**src/rtl/pcicfg_pkg.sv**
```systemverilog
package pcicfg_pkg;

   localparam int BUS_W  = 8;
   localparam int DEV_W  = 5;
   localparam int FN_W   = 3;
   localparam int SIZE_W = 3;
   localparam int WORD_W = 32;

   typedef enum logic [2:0] {
      ST_IDLE,
      ST_CHK,
      ST_RD,
      ST_WR,
      ST_RSP
   } xl_state_t;

   function automatic logic size_legal(input logic [SIZE_W-1:0] sz);
      return (sz == 3'd1) || (sz == 3'd2) || (sz == 3'd4);
   endfunction

endpackage

```
**src/rtl/pcicfg_route.sv**
```systemverilog
module pcicfg_route
   import pcicfg_pkg::*;
#(
   parameter int          SLOTS     = 16,
   parameter int          CB_DEVS   = 2,
   parameter int          OFF_W     = 8,
   parameter logic [31:0] WIN_MASK  = 32'hFC00_0000,
   parameter logic [31:0] CFG0_CODE = 32'h0000_0002,
   parameter logic [31:0] CFG1_CODE = 32'h0000_0003,
   parameter logic [31:0] CFG_BASE  = 32'h0C00_0000
) (
   input  logic [BUS_W-1:0]  bus,
   input  logic [DEV_W-1:0]  dev,
   input  logic [FN_W-1:0]   func,
   input  logic [OFF_W-1:0]  off,
   input  logic [SIZE_W-1:0] size,
   input  logic              cardbus,
   output logic              bad,
   output logic              type0,
   output logic [31:0]       win_code,
   output logic [31:0]       addr
);

   localparam int IDSEL_LSB = 16;

   generate
      if (SLOTS < 1 || SLOTS > 16) begin : g_bad_slots
         $error("SLOTS must be 1..16");
      end
      if (OFF_W < 2 || OFF_W > 8) begin : g_bad_off
         $error("OFF_W must be 2..8");
      end
      if ((CFG_BASE & ~WIN_MASK & 32'hFFFF_0000) != 32'h0) begin : g_bad_base
         $error("CFG_BASE overlaps slot-select bits outside the window");
      end
      if ((CFG0_CODE & WIN_MASK) != 32'h0) begin : g_bad_code
         $error("CFG0_CODE overlaps window-carried slot bits");
      end
   endgenerate

   logic [31:0] idsel;
   logic [7:0]  off8;
   logic        dev_hi_t0;
   logic        dev_hi_cb;

   assign type0 = (bus == '0);
   assign idsel = 32'd1 << ({1'b0, dev} + 6'(IDSEL_LSB));
   assign off8  = 8'(off) & 8'hFC;

   assign dev_hi_t0 = type0 && (32'(dev) >= SLOTS);
   assign dev_hi_cb = cardbus && (32'(dev) >= CB_DEVS);
   assign bad       = !size_legal(size) || dev_hi_t0 || dev_hi_cb;

   always_comb begin
      if (type0) begin
         win_code = CFG0_CODE | (idsel & WIN_MASK);
         addr     = CFG_BASE | (idsel & ~WIN_MASK) | {16'd0, 5'd0, func, off8};
      end else begin
         win_code = CFG1_CODE;
         addr     = CFG_BASE | {8'd0, bus, dev, func, off8};
      end
   end

endmodule

```
**src/rtl/pcicfg_lane.sv**
```systemverilog
module pcicfg_lane
   import pcicfg_pkg::*;
#(
   parameter int DW = 32
) (
   input  logic [DW-1:0]     word,
   input  logic [1:0]        sh,
   input  logic [SIZE_W-1:0] size,
   input  logic [DW-1:0]     wdata,
   output logic [DW-1:0]     rd_val,
   output logic [DW-1:0]     merged
);

   localparam int LANES = DW / 8;

   generate
      if (DW != 32) begin : g_bad_dw
         $error("lane unit supports a 32-bit word only");
      end
   endgenerate

   logic [DW-1:0] word_sh;
   logic [DW-1:0] wdata_sh;

   assign word_sh  = word >> {sh, 3'b000};
   assign wdata_sh = wdata << {sh, 3'b000};

   for (genvar b = 0; b < LANES; b++) begin : g_lane
      logic keep_rd;
      logic take_wr;
      assign keep_rd = (b < 32'(size));
      assign take_wr = (32'(sh) <= b) && (b < 32'(sh) + 32'(size));
      assign rd_val[8*b +: 8] = keep_rd ? word_sh[8*b +: 8]  : 8'h00;
      assign merged[8*b +: 8] = take_wr ? wdata_sh[8*b +: 8] : word[8*b +: 8];
   end

endmodule

```
**src/rtl/pcicfg_xlate.sv**
```systemverilog
module pcicfg_xlate
   import pcicfg_pkg::*;
#(
   parameter int          SLOTS     = 16,
   parameter int          CB_DEVS   = 2,
   parameter int          OFF_W     = 8,
   parameter logic [31:0] WIN_MASK  = 32'hFC00_0000,
   parameter logic [31:0] CFG0_CODE = 32'h0000_0002,
   parameter logic [31:0] CFG1_CODE = 32'h0000_0003,
   parameter logic [31:0] CFG_BASE  = 32'h0C00_0000,
   parameter logic [31:0] WIN_RST   = 32'h0000_0000
) (
   input  logic              clk,
   input  logic              rst_n,
   input  logic              cardbus_mode,
   input  logic              req_valid,
   output logic              req_busy,
   input  logic              req_write,
   input  logic [BUS_W-1:0]  req_bus,
   input  logic [DEV_W-1:0]  req_dev,
   input  logic [FN_W-1:0]   req_func,
   input  logic [OFF_W-1:0]  req_off,
   input  logic [SIZE_W-1:0] req_size,
   input  logic [31:0]       req_wdata,
   output logic              rsp_valid,
   output logic [31:0]       rsp_rdata,
   output logic              rsp_err,
   output logic              win_we,
   output logic [31:0]       win_value,
   output logic              ds_req,
   output logic              ds_we,
   output logic [31:0]       ds_addr,
   output logic [31:0]       ds_wdata,
   input  logic              ds_ack,
   input  logic [31:0]       ds_rdata,
   input  logic              ds_err
);

   xl_state_t st;

   logic [BUS_W-1:0]  q_bus;
   logic [DEV_W-1:0]  q_dev;
   logic [FN_W-1:0]   q_func;
   logic [OFF_W-1:0]  q_off;
   logic [SIZE_W-1:0] q_size;
   logic [31:0]       q_wdata;
   logic              q_write;
   logic              q_cb;

   logic [31:0] wbuf;
   logic [31:0] rdata_q;
   logic [31:0] win_q;
   logic        err_q;
   logic        win_we_q;
   logic        touched;

   logic        rt_bad;
   logic        rt_type0;
   logic [31:0] rt_win;
   logic [31:0] rt_addr;
   logic [31:0] ln_rd;
   logic [31:0] ln_merged;

   pcicfg_route #(
      .SLOTS    (SLOTS),
      .CB_DEVS  (CB_DEVS),
      .OFF_W    (OFF_W),
      .WIN_MASK (WIN_MASK),
      .CFG0_CODE(CFG0_CODE),
      .CFG1_CODE(CFG1_CODE),
      .CFG_BASE (CFG_BASE)
   ) i_route (
      .bus     (q_bus),
      .dev     (q_dev),
      .func    (q_func),
      .off     (q_off),
      .size    (q_size),
      .cardbus (q_cb),
      .bad     (rt_bad),
      .type0   (rt_type0),
      .win_code(rt_win),
      .addr    (rt_addr)
   );

   pcicfg_lane #(.DW(32)) i_lane (
      .word  (ds_rdata),
      .sh    (q_off[1:0]),
      .size  (q_size),
      .wdata (q_wdata),
      .rd_val(ln_rd),
      .merged(ln_merged)
   );

   always_ff @(posedge clk) begin
      if (!rst_n) begin
         st       <= ST_IDLE;
         q_bus    <= '0;
         q_dev    <= '0;
         q_func   <= '0;
         q_off    <= '0;
         q_size   <= '0;
         q_wdata  <= '0;
         q_write  <= 1'b0;
         q_cb     <= 1'b0;
         wbuf     <= '0;
         rdata_q  <= '0;
         win_q    <= WIN_RST;
         err_q    <= 1'b0;
         win_we_q <= 1'b0;
         touched  <= 1'b0;
      end else begin
         win_we_q <= 1'b0;
         case (st)
            ST_IDLE: begin
               if (req_valid) begin
                  q_bus   <= req_bus;
                  q_dev   <= req_dev;
                  q_func  <= req_func;
                  q_off   <= req_off;
                  q_size  <= req_size;
                  q_wdata <= req_wdata;
                  q_write <= req_write;
                  q_cb    <= cardbus_mode;
                  err_q   <= 1'b0;
                  rdata_q <= '0;
                  touched <= 1'b0;
                  st      <= ST_CHK;
               end
            end
            ST_CHK: begin
               if (rt_bad) begin
                  err_q <= 1'b1;
                  st    <= ST_RSP;
               end else begin
                  win_q    <= rt_win;
                  win_we_q <= 1'b1;
                  if (q_write && q_size == 3'd4) begin
                     wbuf <= q_wdata;
                     st   <= ST_WR;
                  end else begin
                     st <= ST_RD;
                  end
               end
            end
            ST_RD: begin
               if (ds_ack) begin
                  if (ds_err) begin
                     err_q <= 1'b1;
                     st    <= ST_RSP;
                  end else if (!q_write) begin
                     rdata_q <= ln_rd;
                     st      <= ST_RSP;
                  end else begin
                     wbuf <= ln_merged;
                     st   <= ST_WR;
                  end
               end
            end
            ST_WR: begin
               if (ds_ack) begin
                  err_q <= ds_err;
                  st    <= ST_RSP;
               end
            end
            ST_RSP:  st <= ST_IDLE;
            default: st <= ST_IDLE;
         endcase
         if (ds_req) touched <= 1'b1;
      end
   end

   assign req_busy  = (st != ST_IDLE);
   assign rsp_valid = (st == ST_RSP);
   assign rsp_rdata = rdata_q;
   assign rsp_err   = err_q;
   assign win_we    = win_we_q;
   assign win_value = win_q;
   assign ds_req    = (st == ST_RD) || (st == ST_WR);
   assign ds_we     = (st == ST_WR);
   assign ds_addr   = rt_addr;
   assign ds_wdata  = wbuf;

   // Completion frees the request port on the next cycle.
   assert_rsp_frees_R11: assert property (@(posedge clk) disable iff (!rst_n)
      rsp_valid |=> !req_busy && !rsp_valid);

   // The first downstream cycle of a request coincides with the window load.
   assert_win_first_R12: assert property (@(posedge clk) disable iff (!rst_n)
      $rose(ds_req) |-> win_we);

   // A stalled downstream request keeps its command.
   assert_ds_hold_R12: assert property (@(posedge clk) disable iff (!rst_n)
      ds_req && !ds_ack |=> ds_req && $stable(ds_addr) && $stable(ds_we) && $stable(ds_wdata));

   // Rejected requests never touch the downstream port.
   assert_reject_quiet_R1: assert property (@(posedge clk) disable iff (!rst_n)
      rsp_valid && rt_bad |-> rsp_err && !touched);

   // Slot select is a single bit across window and address.
   assert_idsel_onehot_R4: assert property (@(posedge clk) disable iff (!rst_n)
      ds_req && rt_type0 |->
         $countones(((win_value & WIN_MASK) | (ds_addr & ~WIN_MASK)) & 32'hFFFF_0000) == 1);

   // Sub-word write-back follows a read at the same address.
   assert_rmw_order_R8: assert property (@(posedge clk) disable iff (!rst_n)
      ds_req && $rose(ds_we) && q_size != 3'd4 |-> $past(ds_req) && $stable(ds_addr));

   // A full-word write starts directly as a write.
   assert_full_write_R9: assert property (@(posedge clk) disable iff (!rst_n)
      $rose(ds_req) && ds_we |-> q_size == 3'd4);

   // A failed read phase ends the downstream activity.
   assert_err_stop_R10: assert property (@(posedge clk) disable iff (!rst_n)
      ds_req && !ds_we && ds_ack && ds_err |=> !ds_req);

endmodule

```
**config.mk**
```make
export PLATFORM = sky130hd
export DESIGN_NAME = pcicfg_xlate
export DESIGN_NICKNAME = d
export VERILOG_FILES = /design/src/rtl/pcicfg_pkg.sv /design/src/rtl/pcicfg_route.sv /design/src/rtl/pcicfg_lane.sv /design/src/rtl/pcicfg_xlate.sv
export SDC_FILE = /design/constraint.sdc
export NUM_CORES = 1
export LEC_CHECK = 0
export ABC_AREA = 1
export BUFFER_PORTS_ARGS = -buffer_cell sky130_fd_sc_hd__buf_2
export CAP_MARGIN = 20
export CORE_UTILIZATION = 50
export DETAILED_ROUTE_END_ITERATION = 16
export HOLD_SLACK_MARGIN = 0.03
export PLACE_DENSITY = 0.79
export SLEW_MARGIN = 20
export SYNTH_ARGS = -nofsm -noshare
export SYNTH_HDL_FRONTEND = slang
export SYNTH_SLANG_ARGS = --single-unit
export TNS_END_PERCENT = 1
```
**constraint.sdc**
```tcl
create_clock -name clk -period 3.5 [get_ports clk]
set_clock_uncertainty 0.05 [all_clocks]
set_input_delay 0.7 -clock clk [delete_from_list [all_inputs] [get_ports clk]]
set_output_delay 0.7 -clock clk [all_outputs]
set_load 0.01 [all_outputs]
```
==> flow_summary_export.csv <==
group,metric,value,unit
sta,hold_viol_final,0,
worst_setup_path,endpoint_kind,"flop",
route,post-route-drc-count,0,
placement,place_congestion,0.953,
floorplanning,die_w,123,um
logic_synthesis,yosys-top-cells-area,"dfxtp_1 (38%), nand2_1 (16%), a21oi_1 (6.9%)",
worst_setup_path,critical_path_class,"flop to flop",
floorplanning,core.rowCount,43,
clock_tree,cts-buffers-inserted,17,
logic_synthesis,synthDistinctLibCells,32,
final_layout,seq_area,2760,um2
power,power.share.combinational,34.7,%
placement,portBuffers,199,
clock_tree,cts_tree,"done",
logic_synthesis,ys_warn_count,0,
worst_setup_path,crit_slowest_cell,"dfxtp_1",
logic_synthesis,ys_seq_area_share,38.0,%
clock_tree,hold_buffers,0,
power,total_leakage_power,4.47,nW
clock_tree,root_buffer,"clkbuf_16",
worst_setup_path,slowest_delay,830,ps
route,vias,7844,
global_route,grt_pass1_wl,34900,um
clock_tree,cts_buffer_depth,2,
sta,relSlewSlack,47.3,%
logic_synthesis,netlist_instances,1146,
sta,tightest_slew,790,ps
floorplanning,start_util,51.8,%
worst_setup_path,worst_ep_required_time,3770,ps
clock_tree,clkLatencyLatePin,430,ps
worst_setup_path,cp_data_arrival_time,3150,ps
final_layout,layout-drive-gt1-share,19.6,%
power,power.share.switching,38.5,%
logic_synthesis,ys_seq_elements,138,
sta,finalSetupViolCount,0,
logic_synthesis,syn_area_per_cell,6.35,um2
route,drt-total-wl,22500,um
hold_path,hp-class,"flop to flop",
sta,worst_slack,619,ps
global_route,grt_max_degree,71,
final_layout,diodes,0,
route,wl_per_cell,15.1,um
worst_setup_path,worst_path_most_repeated_cell,"nand2_1",
sta,hold_ws,399,ps
final_layout,final_common_cell,"nand2_1",
power,p_sw,2.29,mW
power,seqPwrFrac,34.6,%
placement,pre_cts_slack,697,ps
sta,setup_tns,0,ps
sta,final.period_utilization,82.3,%
logic_synthesis,synth_top_area_share,38.0,%
final_layout,nNetsFinal,1402,
route,first_iter_violations,677,
power,power_density,678,nW/um2
clock_tree,cts_htree_levels,4,
route,via_per_inst,5.25,
logic_synthesis,syn_area,7270,um2
final_layout,fill_cells,1383,
floorplanning,io_pins,232,
logic_synthesis,yosysTopAreaCell,"dfxtp_1",
floorplanning,core_region_area,14000,um2
sta,period_needed,2880,ps
power,p_int,3.66,mW
final_layout,area_growth,20.8,%
route,dr.pass1.iters,7,
clock_tree,clock_sinks,138,
flow_run,cap_violations,0,
clock_tree,ctsResizeCount,0,
floorplanning,die_h,123,um
global_route,antenna_found_initial,0,
worst_setup_path,crit_path_start_kind,"flop",
floorplanning,die_area,15000,um2
placement,dp_hpwl,16800,um
worst_setup_path,path_cells,"ha_1, nand3_1, nand2_1, nor2_1, nand2_1, nand2_1, nand2_1, nand2_1, nand2_1, nor2_1, nor2_1",
power,vdd_drop_max,0.696,mV
final_layout,multiInputGateArea,3640,um2
sta,slew_viol_final,0,
final_layout,final_cell_mix,"nand2_1 (305), buf_2 (199), dfxtp_1 (138), nor2_1 (124), inv_1 (112)",
final_layout,stdcell_area,8780,um2
run_status,status,"complete, no violations",
power,p_clk_share,30.7,%
power,totalPowerFinal,5.95,mW
global_route,grt_overflow_total,0,
route,ant_nets,0,
clock_tree,postCtsSetupBuffers,0,
clock_tree,path_clk_slew,60,ps
placement,dpl_cell_area,8190,um2
worst_setup_path,cp_max_fo,23,
sta,rsz0062_at_grt,"no",
global_route,grt_use_total,30.3,%
global_route,grt_pass1_vias,6850,
sta,fmax,0.347,GHz
-- Yosys cell counts --
master,n
a211oi_1,6
a21oi_1,101
a21oi_2,1
a22oi_1,2
and3_1,1
buf_1,3
buf_2,18
buf_4,33
clkbuf_1,52
clkinv_1,1
conb_1,2
dfxtp_1,138
fa_1,1
ha_1,2
inv_1,112
inv_2,4
nand2_1,306
nand2_2,5
nand3_1,97
nand4_1,6
nand4_2,1
nor2_1,124
nor2_2,2
nor2_4,1
nor3_1,10
nor3_4,1
o211a_1,1
o211ai_1,7
o21ai_0,83
o21ai_1,14
o221ai_1,3
o22ai_1,8
-- logic make-up (layout without fill, tap and decap cells) --
kind of cell,count (synthesis),count (layout),share of synthesized area (%)
AO/OA/AOI/OAI,226,226,16.5
adder cells (fa/ha/maj),3,3,0.619
buffers and inverters,223,361,13.5
flip-flops,138,138,38.0
other,2,32,0.103
AND/OR/NAND/NOR,554,554,31.3
-- layout make-up --
type	count	area share, %
flip-flops and latches	138	31.4
well taps	180	2.56
repair buffers	212	12.7
clock buffers	20	5.08
inverters	117	5.00
clock inverters	12	1.69
multi-input cells	815	41.5
-- state kept, by name, indices dropped and copies added, names as in the netlist --
name and flops:
ds_wdata 32, q_wdata 32, rsp_rdata 32, q_bus 8, q_off 8, win_value 8
q_dev 5, q_func 3, q_size 3, st 3, q_cb 1, q_write 1
rsp_err 1, win_we 1
-- power groups by stage --
stage | logic [mW] | registers [mW] | clock network [mW]
finish | 2.07 | 2.06 | 1.83
global route | 2.33 | 2.09 | 1.91
CTS | 2.05 | 2.05 | 1.84
detailed placement | 2.03 | 2.08 | 0
global placement | 2.03 | 2.08 | 0
floorplan | 1.41 | 2.09 | 0
-- path summary, 6_finish.rpt --
| check | startpoint | depth (start not counted) | end | slack, ps |
|---|---|---|---|---|
| worst min-delay path | win_value[0] | 2 | win_value[0] | 400 |
| worst max-delay path | q_off[1] | 11 | ds_wdata[7] | 620 |
| worst min register to register | win_value[0] | 2 | win_value[0] | 400 |
| worst max register to register | q_off[1] | 11 | ds_wdata[7] | 620 |
-- critical path: cells and delay by family, from the launching register on --
kind	cells	cell delay, ps
simple gates	10	1500
flops	1	830
fa+ha+maj	1	370
-- metal layers --
layer | part of all wire, % | track usage, %
met5 | 0 | 0
met4 | 2.7 | 11.9
met3 | 9.3 | 7.06
met2 | 44 | 46.1
met1 | 44 | 41.2
-- stage by stage --
stage	cells	util [%]
after floorplan	1176	-
after global placement	1462	58.3
after detailed placement	1462	58.3
after CTS	1494	62.6
after global routing	1494	62.6
final	1494	62.6
Power figures use the tool's default switching activity.
